`src/rtl/irqc_pkg.sv`:
```
package irqc_pkg;
    localparam int NLVL   = 2;
    localparam int ADDR_W = 3;
    localparam int CPU_W  = 8;

    localparam int A_LMASK0 = 0;
    localparam int A_MMASK0 = 2;
    localparam int A_LSTAT0 = 4;
    localparam int A_MSTAT  = 6;

    typedef enum logic [1:0] {
        OP_WRITE = 2'd0,
        OP_SET   = 2'd1,
        OP_CLR   = 2'd2,
        OP_NONE  = 2'd3
    } reg_op_e;
endpackage

```
`src/rtl/irqc_sampler.sv`:
```
module irqc_sampler #(
    parameter int W = 8
) (
    input  logic         clk,
    input  logic         rst_n,
    input  logic [W-1:0] src_i,
    output logic [W-1:0] stat_o
);
    logic [W-1:0] stat_d, stat_q;

    always_comb begin
        stat_d = src_i;
    end

    always_ff @(posedge clk or negedge rst_n) begin
        if (!rst_n) stat_q <= '0;
        else        stat_q <= stat_d;
    end

    assign stat_o = stat_q;
endmodule

```
`src/rtl/irqc_mask_regs.sv`:
```
module irqc_mask_regs
    import irqc_pkg::*;
#(
    parameter int W        = 8,
    parameter int CASC_BIT = 7
) (
    input  logic                       clk,
    input  logic                       rst_n,
    input  logic                       we_i,
    input  logic [ADDR_W-1:0]          addr_i,
    input  logic [1:0]                 op_i,
    input  logic [W-1:0]               wdata_i,
    output logic [NLVL-1:0][W-1:0]     lmask_o,
    output logic [NLVL-1:0][W-1:0]     mmask_o
);
    typedef struct packed {
        logic [NLVL-1:0][W-1:0] lmask;
        logic [NLVL-1:0][W-1:0] mmask;
    } mask_st_t;

    mask_st_t st_d, st_q;
    logic [W-1:0] upd;

    function automatic logic [W-1:0] apply_op(input logic [1:0] op,
                                              input logic [W-1:0] old,
                                              input logic [W-1:0] data);
        case (reg_op_e'(op))
            OP_WRITE: apply_op = data;
            OP_SET:   apply_op = old | data;
            OP_CLR:   apply_op = old & ~data;
            default:  apply_op = old;
        endcase
    endfunction

    always_comb begin
        st_d = st_q;
        upd  = '0;
        if (we_i) begin
            for (int l = 0; l < NLVL; l++) begin
                if (int'(addr_i) == A_LMASK0 + l) begin
                    // ordinary path: cascade bit is owned by the map path
                    upd           = apply_op(op_i, st_q.lmask[l], wdata_i);
                    upd[CASC_BIT] = st_q.lmask[l][CASC_BIT];
                    st_d.lmask[l] = upd;
                end
                if (int'(addr_i) == A_MMASK0 + l) begin
                    st_d.mmask[l]           = apply_op(op_i, st_q.mmask[l], wdata_i);
                    st_d.lmask[l][CASC_BIT] = |st_d.mmask[l];
                end
            end
        end
    end

    always_ff @(posedge clk or negedge rst_n) begin
        if (!rst_n) st_q <= '0;
        else        st_q <= st_d;
    end

    assign lmask_o = st_q.lmask;
    assign mmask_o = st_q.mmask;
endmodule

```
`src/rtl/irqc_level.sv`:
```
module irqc_level #(
    parameter int W        = 8,
    parameter int CASC_BIT = 7
) (
    input  logic [W-1:0] raw_i,
    input  logic [W-1:0] map_stat_i,
    input  logic [W-1:0] map_mask_i,
    input  logic [W-1:0] lmask_i,
    output logic [W-1:0] stat_o,
    output logic         req_o
);
    logic casc_hit;

    always_comb begin
        casc_hit         = |(map_stat_i & map_mask_i);
        stat_o           = raw_i;
        stat_o[CASC_BIT] = casc_hit;
        req_o            = |(stat_o & lmask_i);
    end
endmodule

```
`src/rtl/casc_irq_ctrl.sv`:
```
module casc_irq_ctrl
    import irqc_pkg::*;
#(
    parameter int W        = 8,
    parameter int CASC_BIT = 7
) (
    input  logic                 clk,
    input  logic                 rst_n,
    input  logic [W-1:0]         lvl0_src,
    input  logic [W-1:0]         lvl1_src,
    input  logic [W-1:0]         map_src,
    input  logic                 tmr0_req,
    input  logic                 tmr1_req,
    input  logic                 berr_req,
    input  logic                 cmp_req,
    input  logic                 reg_we,
    input  logic [ADDR_W-1:0]    reg_addr,
    input  logic [1:0]           reg_op,
    input  logic [W-1:0]         reg_wdata,
    output logic [W-1:0]         reg_rdata,
    output logic [CPU_W-1:0]     cpu_irq
);
    logic [NLVL-1:0][W-1:0] lraw;
    logic [NLVL-1:0][W-1:0] lstat;
    logic [NLVL-1:0][W-1:0] lmask;
    logic [NLVL-1:0][W-1:0] mmask;
    logic [W-1:0]           mstat;
    logic [NLVL-1:0]        lreq;
    logic [NLVL-1:0][W-1:0] src_bus;

    assign src_bus[0] = lvl0_src;
    assign src_bus[1] = lvl1_src;

    irqc_sampler #(.W(W)) u_map_smp (
        .clk(clk), .rst_n(rst_n), .src_i(map_src), .stat_o(mstat)
    );

    irqc_mask_regs #(.W(W), .CASC_BIT(CASC_BIT)) u_regs (
        .clk(clk), .rst_n(rst_n), .we_i(reg_we), .addr_i(reg_addr),
        .op_i(reg_op), .wdata_i(reg_wdata), .lmask_o(lmask), .mmask_o(mmask)
    );

    for (genvar l = 0; l < NLVL; l++) begin : g_lvl
        irqc_sampler #(.W(W)) u_smp (
            .clk(clk), .rst_n(rst_n), .src_i(src_bus[l]), .stat_o(lraw[l])
        );
        irqc_level #(.W(W), .CASC_BIT(CASC_BIT)) u_lvl (
            .raw_i(lraw[l]), .map_stat_i(mstat), .map_mask_i(mmask[l]),
            .lmask_i(lmask[l]), .stat_o(lstat[l]), .req_o(lreq[l])
        );
    end

    always_comb begin
        reg_rdata = '0;
        for (int l = 0; l < NLVL; l++) begin
            if (int'(reg_addr) == A_LMASK0 + l) reg_rdata = lmask[l];
            if (int'(reg_addr) == A_MMASK0 + l) reg_rdata = mmask[l];
            if (int'(reg_addr) == A_LSTAT0 + l) reg_rdata = lstat[l];
        end
        if (int'(reg_addr) == A_MSTAT) reg_rdata = mstat;
    end

    assign cpu_irq = {cmp_req, berr_req, tmr1_req, tmr0_req, lreq[1], lreq[0], 2'b00};
endmodule

```
`config.mk`:
```
export PLATFORM = sky130hd
export DESIGN_NAME = casc_irq_ctrl
export DESIGN_NICKNAME = d
export VERILOG_FILES = /design/src/rtl/irqc_pkg.sv /design/src/rtl/irqc_sampler.sv /design/src/rtl/irqc_mask_regs.sv /design/src/rtl/irqc_level.sv /design/src/rtl/casc_irq_ctrl.sv
export SDC_FILE = /design/constraint.sdc
export NUM_CORES = 1
export LEC_CHECK = 0
export BUFFER_PORTS_ARGS = -buffer_cell sky130_fd_sc_hd__buf_2
export CORE_ASPECT_RATIO = 1.75
export CORE_MARGIN = 2
export CORE_UTILIZATION = 55
export CTS_BUF_LIST = sky130_fd_sc_hd__clkbuf_8
export CTS_CLUSTER_DIAMETER = 80
export DETAILED_ROUTE_END_ITERATION = 10
export PLACE_DENSITY = 0.8
export SYNTH_ARGS = -nofsm -noshare
export SYNTH_HDL_FRONTEND = slang
export SYNTH_SLANG_ARGS = --single-unit
```
`constraint.sdc`:
```
create_clock -name clk -period 3.4 [get_ports clk]
set_input_delay 0.51 -clock clk [delete_from_list [all_inputs] [get_ports clk]]
set_output_delay 0.51 -clock clk [all_outputs]
set_load 0.03 [all_outputs]
```
After elaboration in Yosys (flattened, before gate mapping)
Cells that the tools add are included.
{"block": "totals", "regBits": 54, "wordCells": 60}
{"block": "classes", "n_eq_ne": 8, "n_mux": 17, "n_bitwise": 13, "n_reduce_logical": 13}
{"operator": "8-bit two-way mux", "count": 11}
{"operator": "8-bit AND", "count": 6}
{"operator": "8-bit one-hot mux with 3 select lines", "count": 2}
{"operator": "8-bit OR reduction", "count": 6}
{"operator": "7-bit one-hot mux with 3 select lines", "count": 2}
{"operator": "8-bit bitwise OR", "count": 2}
{"operator": "7-bit AND", "count": 2}
{"operator": "7-bit bitwise OR", "count": 2}
{"operator": "3-bit equality test (second input constant)", "count": 4}
{"operator": "8-bit NOT", "count": 1}
{"operator": "3-bit by 2-bit equality test with 1-bit output (second input constant)", "count": 2}
{"operator": "3-bit AND reduction", "count": 2}
{"operator": "2-bit AND reduction", "count": 2}
{"operator": "3-bit logical NOT", "count": 1}
{"operator": "3-bit nonzero test", "count": 1}
{"operator": "2-bit by 1-bit equality test with 1-bit output (second input constant)", "count": 1}
{"operator": "2-bit equality test (second input constant)", "count": 1}
{"operator": "2-bit logical NOT", "count": 1}
{"operator": "1-bit two-way mux", "count": 2}

Depth between registers and ports, before layout
{"block": "depth", "word_depth": 8, "ltp_mapped": 8, "depth_no_buf": 7}

Hierarchy
A second synthesis with hierarchy kept.
{"block": "hier_totals", "cells_unflattened": 335, "hier_area_um2": 3180.6}
{"module": "irqc_mask_regs", "instances": 1, "cells_each": 176, "area_each_um2": 1689.1, "seq_area_each_um2": 800.8}
{"module": "casc_irq_ctrl", "instances": 1, "cells_each": 99, "area_each_um2": 623.1, "seq_area_each_um2": 0.0}
{"module": "irqc_sampler", "instances": 3, "cells_each": 8, "area_each_um2": 200.2, "seq_area_each_um2": 200.2}
{"module": "irqc_level", "instances": 2, "cells_each": 18, "area_each_um2": 133.9, "seq_area_each_um2": 0.0}

Worst setup path after synthesis
Ideal clock, no wire load.
{"block": "synth_path", "path_type": "input to output", "startpoint": "in reg_addr[2]", "endpoint": "out reg_rdata[7]", "t_arrival_ps": 1900, "required_time_ps": 2890, "path_slack_ps": 990, "stages": 5, "n_path_buf": 1, "cell_sequence": "buf_2 -> nor2_1 -> a2bb2oi_1 -> o31a_1 -> o21ai_0"}
{"block": "synth_via", "elab_chain_cells": 8, "elab_cells_between_ends": 14}
{"element": "start, declared", "line": "casc_irq_ctrl.sv:17", "source": "input logic [ADDR_W-1:0] reg_addr,"}
{"element": "3-bit logical NOT", "line": "casc_irq_ctrl.sv:56", "source": "if (int'(reg_addr) == A_LMASK0 + l) reg_rdata = lmask[l];"}
{"element": "8-bit two-way mux", "line": "casc_irq_ctrl.sv:56"}
{"element": "8-bit two-way mux", "line": "casc_irq_ctrl.sv:57", "source": "if (int'(reg_addr) == A_MMASK0 + l) reg_rdata = mmask[l];"}
{"element": "8-bit two-way mux", "line": "casc_irq_ctrl.sv:58", "source": "if (int'(reg_addr) == A_LSTAT0 + l) reg_rdata = lstat[l];"}
{"element": "8-bit two-way mux", "line": "casc_irq_ctrl.sv:56"}
{"element": "8-bit two-way mux", "line": "casc_irq_ctrl.sv:57"}
{"element": "8-bit two-way mux", "line": "casc_irq_ctrl.sv:58"}
{"element": "8-bit two-way mux *", "line": "casc_irq_ctrl.sv:60", "source": "if (int'(reg_addr) == A_MSTAT) reg_rdata = mstat;"}
{"element": "end, declared", "line": "casc_irq_ctrl.sv:20", "source": "output logic [W-1:0] reg_rdata,"}
Every way passes the cells marked *; elsewhere a longest branch is shown, timed or not.

Worst setup path in the final report
{"block": "layout_path", "startpoint": "in reg_addr[2]", "endpoint": "out reg_rdata[2]"}
Same word-level chain as after synthesis.

==> flow_metrics.env <==
export IMPL_status="finished clean"
export IMPL_io_pins=60
export IMPL_path_cells="buf_2 -> mux4_2 -> mux2_2 -> buf_2"
export IMPL_dp_slack_ps=847.6
export IMPL_diodes=0
export IMPL_syn_mean_instance_area_um2=10.48
export IMPL_dieArea_um2=6059
export IMPL_peakVddDrop_v=0.0002457
export IMPL_drc=0
export IMPL_clock_sinks=54
export IMPL_yosysUniqueCellTypes=40
export IMPL_syn_inst=285
export IMPL_power_leakage_nw=1.466
export IMPL_cts_hold_fix_buffers=0
export IMPL_crit_family="multiplexers"
export IMPL_synth_top_family_by_area="compound AO/OA/AOI/OAI gates"
export IMPL_firstDrtPassIters=5
export IMPL_period_share_pct=74.93
export IMPL_synthSimpleGateAreaFrac_pct=15.50
export IMPL_yosysWarnings=0
export IMPL_slew_limit_headroom_pct=55.93
export IMPL_first_iter_violations=160
export IMPL_finalClockSkew_ps=13.45
export IMPL_grt_max_degree=30
export IMPL_crit_path_frequent_cell="buf_2"
export IMPL_worst_path_buf_inv=2
export IMPL_synthMuxAreaShare_pct=13.28
export IMPL_finalSetupViolations=0
export IMPL_die_w_um=59.71
export IMPL_synth_seq_cells=54
export IMPL_cts_buffers=5
export IMPL_power_density_nw_per_um2=504.2
export IMPL_drt_total_wl_mm=7.606
export IMPL_die_h_um=101.5
export IMPL_path_clk_slew_ps=90
export IMPL_synth_xor_area_share_pct=0
export IMPL_tns_ps=0
export IMPL_critPathKind="in2out"
export IMPL_drive_gt1_share_pct=26.17
export IMPL_clockBufferDepth=2
export IMPL_synth_area_leaders="dfrtp_1, mux2_2, mux4_2, nand2_1, o21ai_0"
export IMPL_syn_to_final_growth_pct=9.468
export IMPL_cp_max_fo=22
export IMPL_post_synth_instance_area_um2=2987
export IMPL_hold_viol=0
export IMPL_gp_congestion=0.9202
export IMPL_fin_nets=368
export IMPL_drv_slew=0
export IMPL_cts_root_buf="clkbuf_8"
export IMPL_setup_slack_ps=852.2
export IMPL_cp_start_kind="input port"
export IMPL_num_rows=35
export IMPL_synth_area_leader_cell="dfrtp_1"
export IMPL_worst_path_stages=4
export IMPL_hp_class="in2async"
export IMPL_wl_per_cell_um=20.23
export IMPL_hpwl_mm=5.796
export IMPL_synthAdderAreaFrac_pct=1.676
export IMPL_slowest_stage="mux4_2"
export IMPL_grt_overflow_total=0
export IMPL_cap_viol_max_count=0
export IMPL_vias=2491
export IMPL_post_cts_buffers=0
export IMPL_start_util_pct=56.83
export IMPL_routed_via_density=6.625
export IMPL_rsz0062_at_grt="no"
export IMPL_cp_data_required_time_ps=2890
export IMPL_cp_end_kind="output port"
export IMPL_fp_coreArea_um2=5255
export IMPL_synth_compound_area_share_pct=19.31
export IMPL_arrival_ps=2040
export IMPL_netlist_area_leader_share_pct=45.25
export IMPL_reg2reg_depth=5
export IMPL_yosysSeqAreaShare_pct=45.25
export IMPL_antenna_found_initial=0
export IMPL_cts_resized=0
export IMPL_grt_pass1_wl_mm=12.16
export IMPL_cts_tree="built"
export IMPL_finalCriticalPeriod_ps=2548
export IMPL_drtAntennaViolNets=0
export IMPL_critical_path_max_stage_delay_ps=580
export IMPL_io_buffers=47
export IMPL_worstSkewPairLatency_ps=310
export IMPL_h_tree_depth=2
export IMPL_worst_slew_pin_slew_ps=661.0
export IMPL_grtUsageTotal_pct=27.32
export IMPL_grt_pass1_vias=2499
export IMPL_fmax_mhz=392.5
## metal layers
metal / share of wire [%] / track usage, %
met5: 0 / 0
met4: 7.9 / 19.66
met3: 7.4 / 4.981
met2: 51 / 44.82
met1: 33 / 30.76
## metrics by stage
step	hold WS [ps]	util [%]	total power, W	instance area (µm²)	std cells
final	211.1	62.21	0.001648	3269	376
after global routing	250.4	62.21	0.001737	3269	376
after CTS	223.7	62.21	0.001649	3269	376
after detailed placement	508.6	60.57	0.001305	3183	368
after global placement	505.9	60.57	0.001288	3183	368
after floorplan	214.4	-	0.001161	2990	286
## cells in the mapped netlist, drive strengths merged
master / instances
mux4: 7
a31oi: 2
nor4: 2
o221ai: 2
or4b: 2
buf: 14
nor2: 4
a22oi: 12
a22o: 14
or2: 1
nand2b: 2
dfrtp: 54
clkbuf: 8
a211oi: 2
nor4b: 2
o31a: 3
or3: 1
nor3: 1
nor2b: 19
a2bb2oi: 1
o211ai: 1
nand3: 2
and4b: 1
a222oi: 2
mux2i: 7
ha: 4
o21ai: 31
o22ai: 12
inv: 5
conb: 1
nand2: 42
mux2: 15
nand4: 5
a21oi: 4
## layout make-up
class	instances	area (µm²)
clock buffers	5	68.82
clock inverters	3	17.52
multi-input cells	205	1494
fillers	439	1986
repair buffers	49	250.2
inverters	5	18.77
flip-flops and latches	54	1351
well taps	55	68.82
## state kept, by name, indices dropped and copies added (netlist names)
signal              flops
u_regs.lmask_o         16
u_regs.mmask_o         16
g_lvl.u_smp.stat_o     14
u_map_smp.stat_o        8
## final timing paths
| kind | startpoint | to | slack (ps) |
|---|---|---|---|
| worst max register to register | u_regs.mmask_o[12] | u_regs.lmask_o[15] | 1970 |
| worst min register to register | u_regs.lmask_o[9] | u_regs.lmask_o[9] | 530 |
| worst max-delay path | reg_addr[2] | reg_rdata[2] | 850 |
| worst min-delay path | rst_n | u_regs.mmask_o[12] | 210 |
| max in group asynchronous | rst_n | g_lvl[1].u_smp.stat_o[4] | 2420 |
| min in group clk | lvl0_src[4] | g_lvl[0].u_smp.stat_o[4] | 290 |
## power by group
part | internal, W | leakage (nW) | total (W) | switching, W
combinational | 0.000200 | 0.751 | 0.000445 | 0.000244
sequential | 0.000737 | 0.666 | 0.000857 | 0.000120
clock | 0.000143 | 0.0493 | 0.000347 | 0.000204
total | 0.00108 | 1.47 | 0.00165 | 0.000568
## kinds of logic (layout without fill, tap and decap cells)
kind of cell | count (synthesis) | after routing
other | 1 | 2
adder cells (fa/ha/maj) | 4 | 4
multiplexers | 29 | 29
AND/OR/NAND/NOR | 84 | 84
AO/OA/AOI/OAI | 86 | 86
buffers and inverters | 27 | 62
flip-flops | 54 | 54
## layout by cell type, fill, tap and decap left out, types with 2 or more instances in the layout
| cell | count |
|---|---|
| dfrtp_1 | 54 |
| buf_2 | 47 |
| nand2_1 | 42 |
| o21ai_0 | 31 |
| nor2b_1 | 19 |
| mux2_2 | 15 |
| a22o_1 | 14 |
| a22oi_1 | 12 |
| o22ai_1 | 12 |
| mux4_2 | 7 |
| mux2i_1 | 7 |
| inv_1 | 6 |
| nand4_1 | 5 |
| clkbuf_8 | 5 |
| nor2_1 | 4 |
| a21oi_1 | 4 |
| ha_1 | 4 |
| o31a_1 | 3 |
| a222oi_1 | 2 |
| nand2b_1 | 2 |
| a31oi_1 | 2 |
| nand3_1 | 2 |
| a211oi_1 | 2 |
| conb_1 | 2 |
| buf_4 | 2 |
No activity file was read; power rests on OpenSTA's default activity.
